<file path="config.mk">
export PLATFORM = sky130hd
export DESIGN_NAME = tr_recovery_ctrl
export DESIGN_NICKNAME = d
export VERILOG_FILES = /design/src/rtl/tr_pkg.sv /design/src/rtl/tr_oldest_pick.sv /design/src/rtl/tr_recovery_ctrl.sv
export SDC_FILE = /design/constraint.sdc
export NUM_CORES = 1
export LEC_CHECK = 0
export ABC_AREA = 1
export BUFFER_PORTS_ARGS = -buffer_cell sky130_fd_sc_hd__clkbuf_2
export CAP_MARGIN = 10
export CELL_PAD_IN_SITES_DETAIL_PLACEMENT = 1
export CELL_PAD_IN_SITES_GLOBAL_PLACEMENT = 2
export CORE_MARGIN = 1.5
export CORE_UTILIZATION = 38
export DETAILED_ROUTE_END_ITERATION = 12
export HOLD_SLACK_MARGIN = 0.1
export PLACE_DENSITY = 0.87
export SLEW_MARGIN = 15
export SYNTH_ARGS = -nofsm -noshare
export SYNTH_HDL_FRONTEND = slang
export SYNTH_SLANG_ARGS = --single-unit
</file>
<file path="constraint.sdc">
create_clock -name clk -period 2.8 [get_ports clk]
set_clock_uncertainty 0.1 [all_clocks]
set_input_delay 0.42 -clock clk [delete_from_list [all_inputs] [get_ports clk]]
set_output_delay 0.42 -clock clk [all_outputs]
set_load 0.01 [all_outputs]
</file>
<file path="src/rtl/tr_pkg.sv">
package tr_pkg;
    // Stage numbering; higher index holds the older instruction.
    typedef enum int {
        STG_FETCH  = 0,
        STG_DECODE = 1,
        STG_EXEC   = 2,
        STG_MEMORY = 3,
        STG_WBACK  = 4
    } stage_e;

    localparam int NUM_STAGES = 5;
    localparam int ERR_STAGES = NUM_STAGES - 1;  // writeback never flags
endpackage

</file>
<file path="src/rtl/tr_oldest_pick.sv">
module tr_oldest_pick #(
    parameter int N = 4,
    localparam int IW = (N > 1) ? $clog2(N) : 1
) (
    input  logic [N-1:0]  req,
    output logic          hit,
    output logic [IW-1:0] idx
);
    // Highest set bit wins: it names the oldest instruction.
    always_comb begin
        hit = 1'b0;
        idx = '0;
        for (int i = 0; i < N; i++) begin
            if (req[i]) begin
                hit = 1'b1;
                idx = IW'(i);
            end
        end
    end
endmodule

</file>
<file path="src/rtl/tr_recovery_ctrl.sv">
module tr_recovery_ctrl
    import tr_pkg::*;
#(
    parameter int              PC_W     = 32,
    parameter logic [PC_W-1:0] RESET_PC = 32'h0000_1000,
    parameter int              PC_STEP  = 4
) (
    input  logic                  clk,
    input  logic                  rst_n,
    input  logic [ERR_STAGES-1:0] stage_err_i,
    output logic [PC_W-1:0]       fetch_pc_o,
    output logic [ERR_STAGES-1:0] bubble_o,
    output logic [ERR_STAGES-1:0] flush_o,
    output logic                  restart_valid_o,
    output logic [PC_W-1:0]       restart_pc_o,
    output logic                  commit_valid_o,
    output logic [PC_W-1:0]       commit_pc_o
);
    localparam int NE   = ERR_STAGES;
    localparam int LAST = NUM_STAGES - 1;
    localparam int IW   = $clog2(NE);
    localparam logic [PC_W-1:0] STEP = PC_W'(PC_STEP);

    typedef struct packed {
        logic [PC_W-1:0]           fetch_pc;
        logic [LAST:1]             vld;
        logic [LAST:1][PC_W-1:0]   pc;
        logic [NE-1:0]             flush;
        logic [PC_W-1:0]           rpc;
    } state_t;

    state_t st_d, st_q;

    logic [NE-1:0]           vld_cur;
    logic [NE-1:0][PC_W-1:0] pc_cur;
    logic [NE-1:0]           cand;
    logic                    new_hit;
    logic [IW-1:0]           new_idx;
    logic [NE-1:0]           eff;
    logic [PC_W-1:0]         eff_rpc;
    logic [NE-1:0]           kill;

    // Current occupant of each error-capable stage; fetch always holds a live slot.
    always_comb begin
        vld_cur[0] = 1'b1;
        pc_cur[0]  = st_q.fetch_pc;
        for (int k = 1; k < NE; k++) begin
            vld_cur[k] = st_q.vld[k];
            pc_cur[k]  = st_q.pc[k];
        end
    end

    // An error counts only on a live slot older than any token in flight.
    for (genvar k = 0; k < NE; k++) begin : g_cand
        assign cand[k] = stage_err_i[k] & vld_cur[k] & ~(|st_q.flush[NE-1:k]);
    end

    tr_oldest_pick #(.N(NE)) i_pick (
        .req (cand),
        .hit (new_hit),
        .idx (new_idx)
    );

    // Effective token this cycle: a fresh error replaces the one in flight.
    always_comb begin
        eff     = new_hit ? (NE'(1) << new_idx) : st_q.flush;
        eff_rpc = new_hit ? pc_cur[new_idx] : st_q.rpc;
    end

    // The token squashes its own stage and the one behind it, so that no
    // younger instruction slips past while both move in opposite directions.
    for (genvar k = 0; k < NE; k++) begin : g_kill
        if (k + 1 < NE) begin : g_pair
            assign kill[k] = eff[k] | eff[k+1];
        end else begin : g_top
            assign kill[k] = eff[k];
        end
    end

    always_comb begin
        st_d       = st_q;
        st_d.flush = eff >> 1;
        st_d.rpc   = eff_rpc;
        st_d.fetch_pc = eff[0] ? eff_rpc : st_q.fetch_pc + STEP;
        for (int k = 0; k < NE; k++) begin
            st_d.vld[k+1] = vld_cur[k] & ~kill[k];
            st_d.pc[k+1]  = pc_cur[k];
        end
    end

    always_ff @(posedge clk or negedge rst_n) begin
        if (!rst_n) begin
            st_q          <= '0;
            st_q.fetch_pc <= RESET_PC;
        end else begin
            st_q <= st_d;
        end
    end

    assign fetch_pc_o      = st_q.fetch_pc;
    assign bubble_o        = kill;
    assign flush_o         = st_q.flush;
    assign restart_valid_o = eff[0];
    assign restart_pc_o    = eff_rpc;
    assign commit_valid_o  = st_q.vld[LAST];
    assign commit_pc_o     = st_q.pc[LAST];

    // ---------------- assertions ----------------
    logic            seen_q;
    logic [PC_W-1:0] last_q;

    always_ff @(posedge clk or negedge rst_n) begin
        if (!rst_n) begin
            seen_q <= 1'b0;
            last_q <= '0;
        end else if (commit_valid_o) begin
            seen_q <= 1'b1;
            last_q <= commit_pc_o;
        end
    end

    assert_flush_onehot_R4: assert property (@(posedge clk) disable iff (!rst_n)
        $onehot0(flush_o));

    for (genvar k = 1; k < NE; k++) begin : g_walk
        assert_flush_walk_R4: assert property (@(posedge clk) disable iff (!rst_n)
            (st_q.flush[k] && !new_hit) |=> flush_o[k-1]);
    end

    assert_refetch_R5: assert property (@(posedge clk) disable iff (!rst_n)
        restart_valid_o |=> (fetch_pc_o == $past(restart_pc_o)));

    assert_mem_bubble_R10: assert property (@(posedge clk) disable iff (!rst_n)
        bubble_o[NE-1] |=> !commit_valid_o);

    assert_commit_order_R9: assert property (@(posedge clk) disable iff (!rst_n)
        (commit_valid_o && seen_q) |-> (commit_pc_o == last_q + STEP));
endmodule

</file>
# Yosys cells after proc, flatten, opt, wreduce, memory -nomap -nowiden
# Cells that the tools add are included.
[classes]
n_mux = 12
magnitude_cmp = 1
reduce_logical = 2
addsub = 1
shift = 1
n_bitwise = 19
[ops]
columns = ["cell", "count"]
rows = [
  ["2-to-1 mux 32 bit", 3],
  ["binary-select mux 32 bit (select 2 bit)", 1],
  ["adder 32 x 3 -> 32 bit, second input constant", 1],
  ["bitwise AND 1 bit", 9],
  ["NOT 1 bit", 7],
  ["2-to-1 mux 1 bit", 5],
  ["2-to-1 mux 2 bit", 2],
  ["2-to-1 mux 4 bit", 1],
  ["<< shifter 1 x 2 -> 4 bit, first input constant", 1],
  ["less-than comparator 2 x 3 -> 1 bit, second input constant", 1],
  ["OR 1 bit", 3],
  ["OR reduction 3 bit", 1],
  ["OR reduction 2 bit", 1],
]
[totals]
wordCells = 44
ff_bits = 199
in_bits = 6
output_inout_bits = 106

# Longest topological paths before layout
[depth]
word_depth = 11
mapped_depth = 11

# Modules after synthesis
# A second synthesis with hierarchy kept.
[unflattened]
hier_cells = 893
area_unflattened_um2 = 8637.0
[by_module_without_submodules]
columns = ["module", "area_each_um2", "instances", "cells_per_inst"]
rows = [
  ["tr_recovery_ctrl", 8604.5, 1, 885],
  ["tr_oldest_pick", 32.5, 1, 8],
]

# Least setup slack after synthesis
# OpenSTA, ideal clock, no wires.
[synth_timing]
path_type = "input to output"
start = "input port stage_err_i[3]"
end = "output port restart_pc_o[12]"
slack_ns = 0.707
stages = 9
path_buffers = 3
arrival_ns = 1.573
cell_sequence = "nand2_2 > inv_2 > nor2_4 > nand3_2 > buf_6 > clkbuf_1 > or2_0 > and2_1 > buf_4"
[synth_rtl]
columns = ["item", "line_no", "text"]
rows = [
  ["start, declared", "tr_recovery_ctrl.sv:10", "input logic [ERR_STAGES-1:0] stage_err_i,"],
  ["end, declared", "tr_recovery_ctrl.sv:15", "output logic [PC_W-1:0] restart_pc_o,"],
]

# Worst setup path in the final report
[layout_timing]
start = "register st_q, in the netlist flush_o[2]"
end = "output port restart_pc_o[31]"
[layout_via]
elab_chain_cells = 9
word_cells_on_any_way = 18
cone_classes = "mux (10); bitwise (6); reduce/logical (2)"
[layout_rtl]
columns = ["item", "line_no", "text"]
rows = [
  ["start, declared", "tr_recovery_ctrl.sv:32", "state_t st_d, st_q;"],
  ["start signal, assigned", "tr_recovery_ctrl.sv:96", "st_q <= st_d;"],
  ["OR reduction 2 bit", "tr_recovery_ctrl.sv:55", "assign cand[k] = stage_err_i[k] & vld_cur[k] & ~(|st_q.flush[NE-1:k]);"],
  ["NOT 1 bit", "tr_recovery_ctrl.sv:55", ""],
  ["bitwise AND 1 bit", "tr_recovery_ctrl.sv:55", ""],
  ["2-to-1 mux 1 bit", "tr_oldest_pick.sv:14", "if (req[i]) begin"],
  ["2-to-1 mux 2 bit (2 in a row)", "tr_oldest_pick.sv:14", ""],
  ["binary-select mux 32 bit (select 2 bit)", "tr_recovery_ctrl.sv:67", "eff_rpc = new_hit ? pc_cur[new_idx] : st_q.rpc;"],
  ["2-to-1 mux 32 bit (not written as such)", "tr_recovery_ctrl.sv:67", ""],
  ["2-to-1 mux 32 bit *", "tr_recovery_ctrl.sv:67", ""],
]
# Every way passes the cells marked *; elsewhere a longest branch is shown, timed or not. The select of a mux whose other input is x is not followed.

==> impl_results.rst <==
.. list-table::
   :header-rows: 1

   * - Metric
     - Value
   * - Result of the run
     - completed
   * - Number of buffers inserted by port buffering
     - 110
   * - Mapped cell area
     - 9160 sq um
   * - Portion of synthesized cell area occupied by the leading cell type
     - 54.1%
   * - Fraction of the core area covered by cells at the end of the flow
     - 43.5%
   * - Total inserted antenna cells
     - 0
   * - Filler-free cell count of the finished design
     - 1386
   * - Share of the yosys chip area belonging to registers
     - 54.4%
   * - CTS H-Tree Depth
     - 4
   * - Hold slack
     - 0.201 ns
   * - Total instance count after detailed placement
     - 1350
   * - Leak Pwr
     - 5.14 nW
   * - Vertical die dimension
     - 158 microns
   * - Worst hold-check path type
     - in -> reg
   * - Max-slew violations
     - 0
   * - Root buf cell
     - sky130_fd_sc_hd__clkbuf_16
   * - Type of origin of the critical path
     - flop
   * - Warning count from the yosys run
     - 0
   * - Transition time at the pin with the least slew margin
     - 0.696 ns
   * - Max Clock Freq
     - 0.365 GHz
   * - Placer Congestion
     - 0.862
   * - Detailed-route wire length per cell
     - 17.3 microns
   * - Post-Place Setup Slack
     - 0.372 ns
   * - Clk sink count
     - 199
   * - DRT Wirelength
     - 24000 microns
   * - Type of the worst setup path
     - reg -> out
   * - Final worst-path cycle share
     - 97.8%
   * - Required time of the critical path
     - 2.28 ns
   * - RSZ-0062 raised after global routing
     - yes
   * - HPWL after detailed placement
     - 16700 microns
   * - Count of antenna-violating nets left after detailed routing
     - 0
   * - Worst IR Drop VDD
     - 0.000520 V
   * - Worst path buffer plus inverter count
     - 3
   * - Setup ws final
     - 0.0612 ns
   * - Setup-failing EPs final
     - 0
   * - Number of endpoints with negative hold slack in the final report
     - 0
   * - Vias after detailed routing
     - 6563
   * - Crit. End Element
     - output port
   * - Pin count of the biggest net entering global routing
     - 79
   * - Fraction of final layout cells with drive strength greater than 1
     - 19.1%
   * - # Max-Cap Violations
     - 0
   * - Cell chain of the critical path
     - inv_1 -> nand2_1 -> nor2_2 -> nand3_2 -> buf_8 -> nor2_1 -> nor2_1 -> nand2_1 -> and2_1 -> clkbuf_2
   * - Placement row count
     - 56
   * - Router iterations before antenna repair
     - 6
   * - Die X
     - 158 microns
   * - Critical-path maximum fanout
     - 21
   * - Post-Synthesis Net Count
     - 1042
   * - Largest stage delay on the critical path
     - 0.46 ns
   * - Library cell contributing the largest single delay on the critical path
     - sky130_fd_sc_hd__dfrtp_2
   * - Count of state elements after synthesis
     - 199
   * - Via count of the first global-routing pass
     - 6967
   * - Average cell area after synthesis
     - 8.85 sq um
   * - Leftover overflow at the end of global routing
     - 0
   * - Number of antenna violations at the first check in global routing
     - 0
   * - Normalized max-slew margin
     - 53.6%
   * - Cell Pwr Density
     - 1450 nW/um^2
   * - Number of DRC violations after detailed routing
     - 0
   * - Post-synth cell types
     - 29
   * - Min Clock Period, post-route
     - 2.74 ns
   * - Placeable core region
     - 23500 sq um
   * - Net count, final
     - 1061
   * - Global-route wire length before repair
     - 38200 microns
   * - Count of boundary I/O pins
     - 112
   * - Top cell type by total area after synthesis
     - sky130_fd_sc_hd__dfrtp_1
   * - Area added between synthesis and finish
     - 11.7%
   * - Number of instances in the synthesized netlist
     - 1035
   * - Via count normalized by instance count
     - 4.74
   * - Clock-pin transition on the worst setup and hold timing paths
     - 0.07 ns
   * - TritonCTS clock tree
     - built
   * - Largest buffer count on any clock path
     - 2
   * - Initial core utilization
     - 38.9%
   * - Starting DRC count in detailed routing
     - 280
   * - Die outline area
     - 25000 sq um
   * - CTS Buf Count
     - 17
   * - Clk Latency, worst-skew pair
     - 0.44 ns
   * - Crit path arrival time
     - 2.22 ns
   * - Gr usage total
     - 20.3%
   * - Cell types occupying the most area after synthesis
     - sky130_fd_sc_hd__dfrtp_1 54%, sky130_fd_sc_hd__nand2_1 9.5%, sky130_fd_sc_hd__buf_4 8.7%, sky130_fd_sc_hd__nor2_1 4.8%, sky130_fd_sc_hd__nand3_1 4.3%
   * - Cell class contributing the biggest share of worst-path delay
     - simple AND/OR/NAND/NOR gates
## report_power, final
group	total (W)	internal [W]	switching, W
registers	0.00532	0.00433	0.000997
logic	0.00671	0.00254	0.00418
clock network	0.00277	0.00161	0.00116
total	0.0148	0.00847	0.00634
## worst min-delay path: stages
cell and delay [ns]:
sky130_fd_sc_hd__clkbuf_2 0.11, sky130_fd_sc_hd__nand2_4 0.12, sky130_fd_sc_hd__inv_4 0.06
## registers in the layout (all words and copies together), names as in the netlist
register	count
commit_valid_o	1
st_q	35
pc_cur	96
flush_o	3
fetch_pc_o	32
commit_pc_o	32
## cell families (layout without fill, tap and decap cells)
logic type | count (synthesis) | after routing | synth area share, %
AO/OA/AOI/OAI | 20 | 20 | 1.42
XOR/XNOR | 13 | 13 | 1.24
adder cells (fa/ha/maj) | 1 | 1 | 0.137
buffers and inverters | 235 | 267 | 14.3
flip-flops | 199 | 199 | 54.4
other | 1 | 1 | 0.0409
AND/OR/NAND/NOR | 566 | 566 | 28.5
## synthesized netlist by cell type
| cell type | count |
|---|---|
| sky130_fd_sc_hd__dfstp_2 | 1 |
| sky130_fd_sc_hd__nor2_1 | 118 |
| sky130_fd_sc_hd__buf_4 | 106 |
| sky130_fd_sc_hd__or2_2 | 12 |
| sky130_fd_sc_hd__nor2_2 | 1 |
| sky130_fd_sc_hd__or2_1 | 3 |
| sky130_fd_sc_hd__nand3b_1 | 34 |
| sky130_fd_sc_hd__nand4_1 | 36 |
| sky130_fd_sc_hd__xnor2_1 | 1 |
| sky130_fd_sc_hd__dfrtp_1 | 198 |
| sky130_fd_sc_hd__nand3_2 | 1 |
| sky130_fd_sc_hd__conb_1 | 1 |
| sky130_fd_sc_hd__o21ai_0 | 8 |
| sky130_fd_sc_hd__inv_1 | 95 |
| sky130_fd_sc_hd__nor3_1 | 8 |
| sky130_fd_sc_hd__inv_2 | 1 |
| sky130_fd_sc_hd__ha_1 | 1 |
| sky130_fd_sc_hd__a21boi_0 | 12 |
| sky130_fd_sc_hd__buf_2 | 15 |
| sky130_fd_sc_hd__buf_6 | 1 |
| sky130_fd_sc_hd__nand2_1 | 232 |
| sky130_fd_sc_hd__xor2_1 | 12 |
| sky130_fd_sc_hd__nand2_2 | 1 |
| sky130_fd_sc_hd__or2_0 | 18 |
| sky130_fd_sc_hd__nor2_4 | 2 |
| sky130_fd_sc_hd__nand3_1 | 79 |
| sky130_fd_sc_hd__and2_1 | 21 |
| sky130_fd_sc_hd__clkbuf_1 | 14 |
| sky130_fd_sc_hd__buf_1 | 3 |
## path summary, 6_finish.rpt
path,cells after the start,start,endpoint,slack [ns]
worst min register to register,0,pc_cur[76]$_DFF_PN0_,pc_cur[108]$_DFF_PN0_,0.26
worst max-delay path,10,flush_o[2]$_DFF_PN0_,restart_pc_o[31],0.06
worst min-delay path,3,stage_err_i[3],flush_o[2]$_DFF_PN0_,0.20
max in group asynchronous,3,rst_n,pc_cur[72]$_DFF_PN0_,1.35
worst max register to register,11,st_q[166]$_DFF_PN0_,fetch_pc_o[9]$_DFF_PN0_,0.60
min in group asynchronous,2,rst_n,commit_pc_o[2]$_DFF_PN0_,0.48
## what timing repair did
item / CTS / global route
setup endpoints to repair: 24 / 34
cloned: 1 / 1
hold endpoints to repair: 74 / 0
pin swaps: 0 / 1
hold buffers: 2 / 0
resized for setup: 11 / 26
buffers inserted: 0 / 0
## layer usage
| layer | part of all wire [%] | global-route usage [%] | routed length, microns |
|---|---|---|---|
| met1 | 47 | 27.0 | 11300 |
| met2 | 49 | 34.1 | 11700 |
| met3 | 3.4 | 3.95 | 810 |
| met4 | 0.88 | 4.63 | 211 |
| met5 | 0 | 0 | 0 |
## layout by cell type (no fill, tap or decap), types with 4 or more instances in the layout
cell                        Yosys  routed
sky130_fd_sc_hd__buf_12         0       4
sky130_fd_sc_hd__xor2_1        12      12
sky130_fd_sc_hd__or2_1          3       4
sky130_fd_sc_hd__nand3b_1      34      34
sky130_fd_sc_hd__and2_1        21      16
sky130_fd_sc_hd__dfrtp_1      198     197
sky130_fd_sc_hd__nor2_2         1       4
sky130_fd_sc_hd__nor3_1         8       8
sky130_fd_sc_hd__nand2_1      232     231
sky130_fd_sc_hd__inv_1         95      95
sky130_fd_sc_hd__o21ai_0        8       7
sky130_fd_sc_hd__nor2_1       118     114
sky130_fd_sc_hd__or2_0         18      17
sky130_fd_sc_hd__or2_2         12      12
sky130_fd_sc_hd__clkbuf_2       0     109
sky130_fd_sc_hd__and2_4         0       5
sky130_fd_sc_hd__clkbuf_16      0      18
sky130_fd_sc_hd__nand3_1       79      76
sky130_fd_sc_hd__bufinv_16      0       5
sky130_fd_sc_hd__nand4_1       36      36
sky130_fd_sc_hd__buf_4        106      17
sky130_fd_sc_hd__a21boi_1       0       7
## per-stage QoR
step / instance area (sq um) / power, W / TNS [ns]
floorplan: 9160 / 0.0104 / 0
global placement: 9410 / 0.0115 / 0
detailed placement: 9410 / 0.0118 / 0
CTS: 10100 / 0.0148 / 0
global route: 10200 / 0.0160 / -0.644
finish: 10200 / 0.0148 / 0
## layout make-up
type	instances	area (sq um)
timing repair buffer	139	888
sequential	199	4980
fill	2798	13300
inverter	96	363
clock inverter	15	240
multi-input combinational	601	2940
tap	319	399
clock buffer	17	425
No activity file was read; power rests on OpenSTA's default activity.
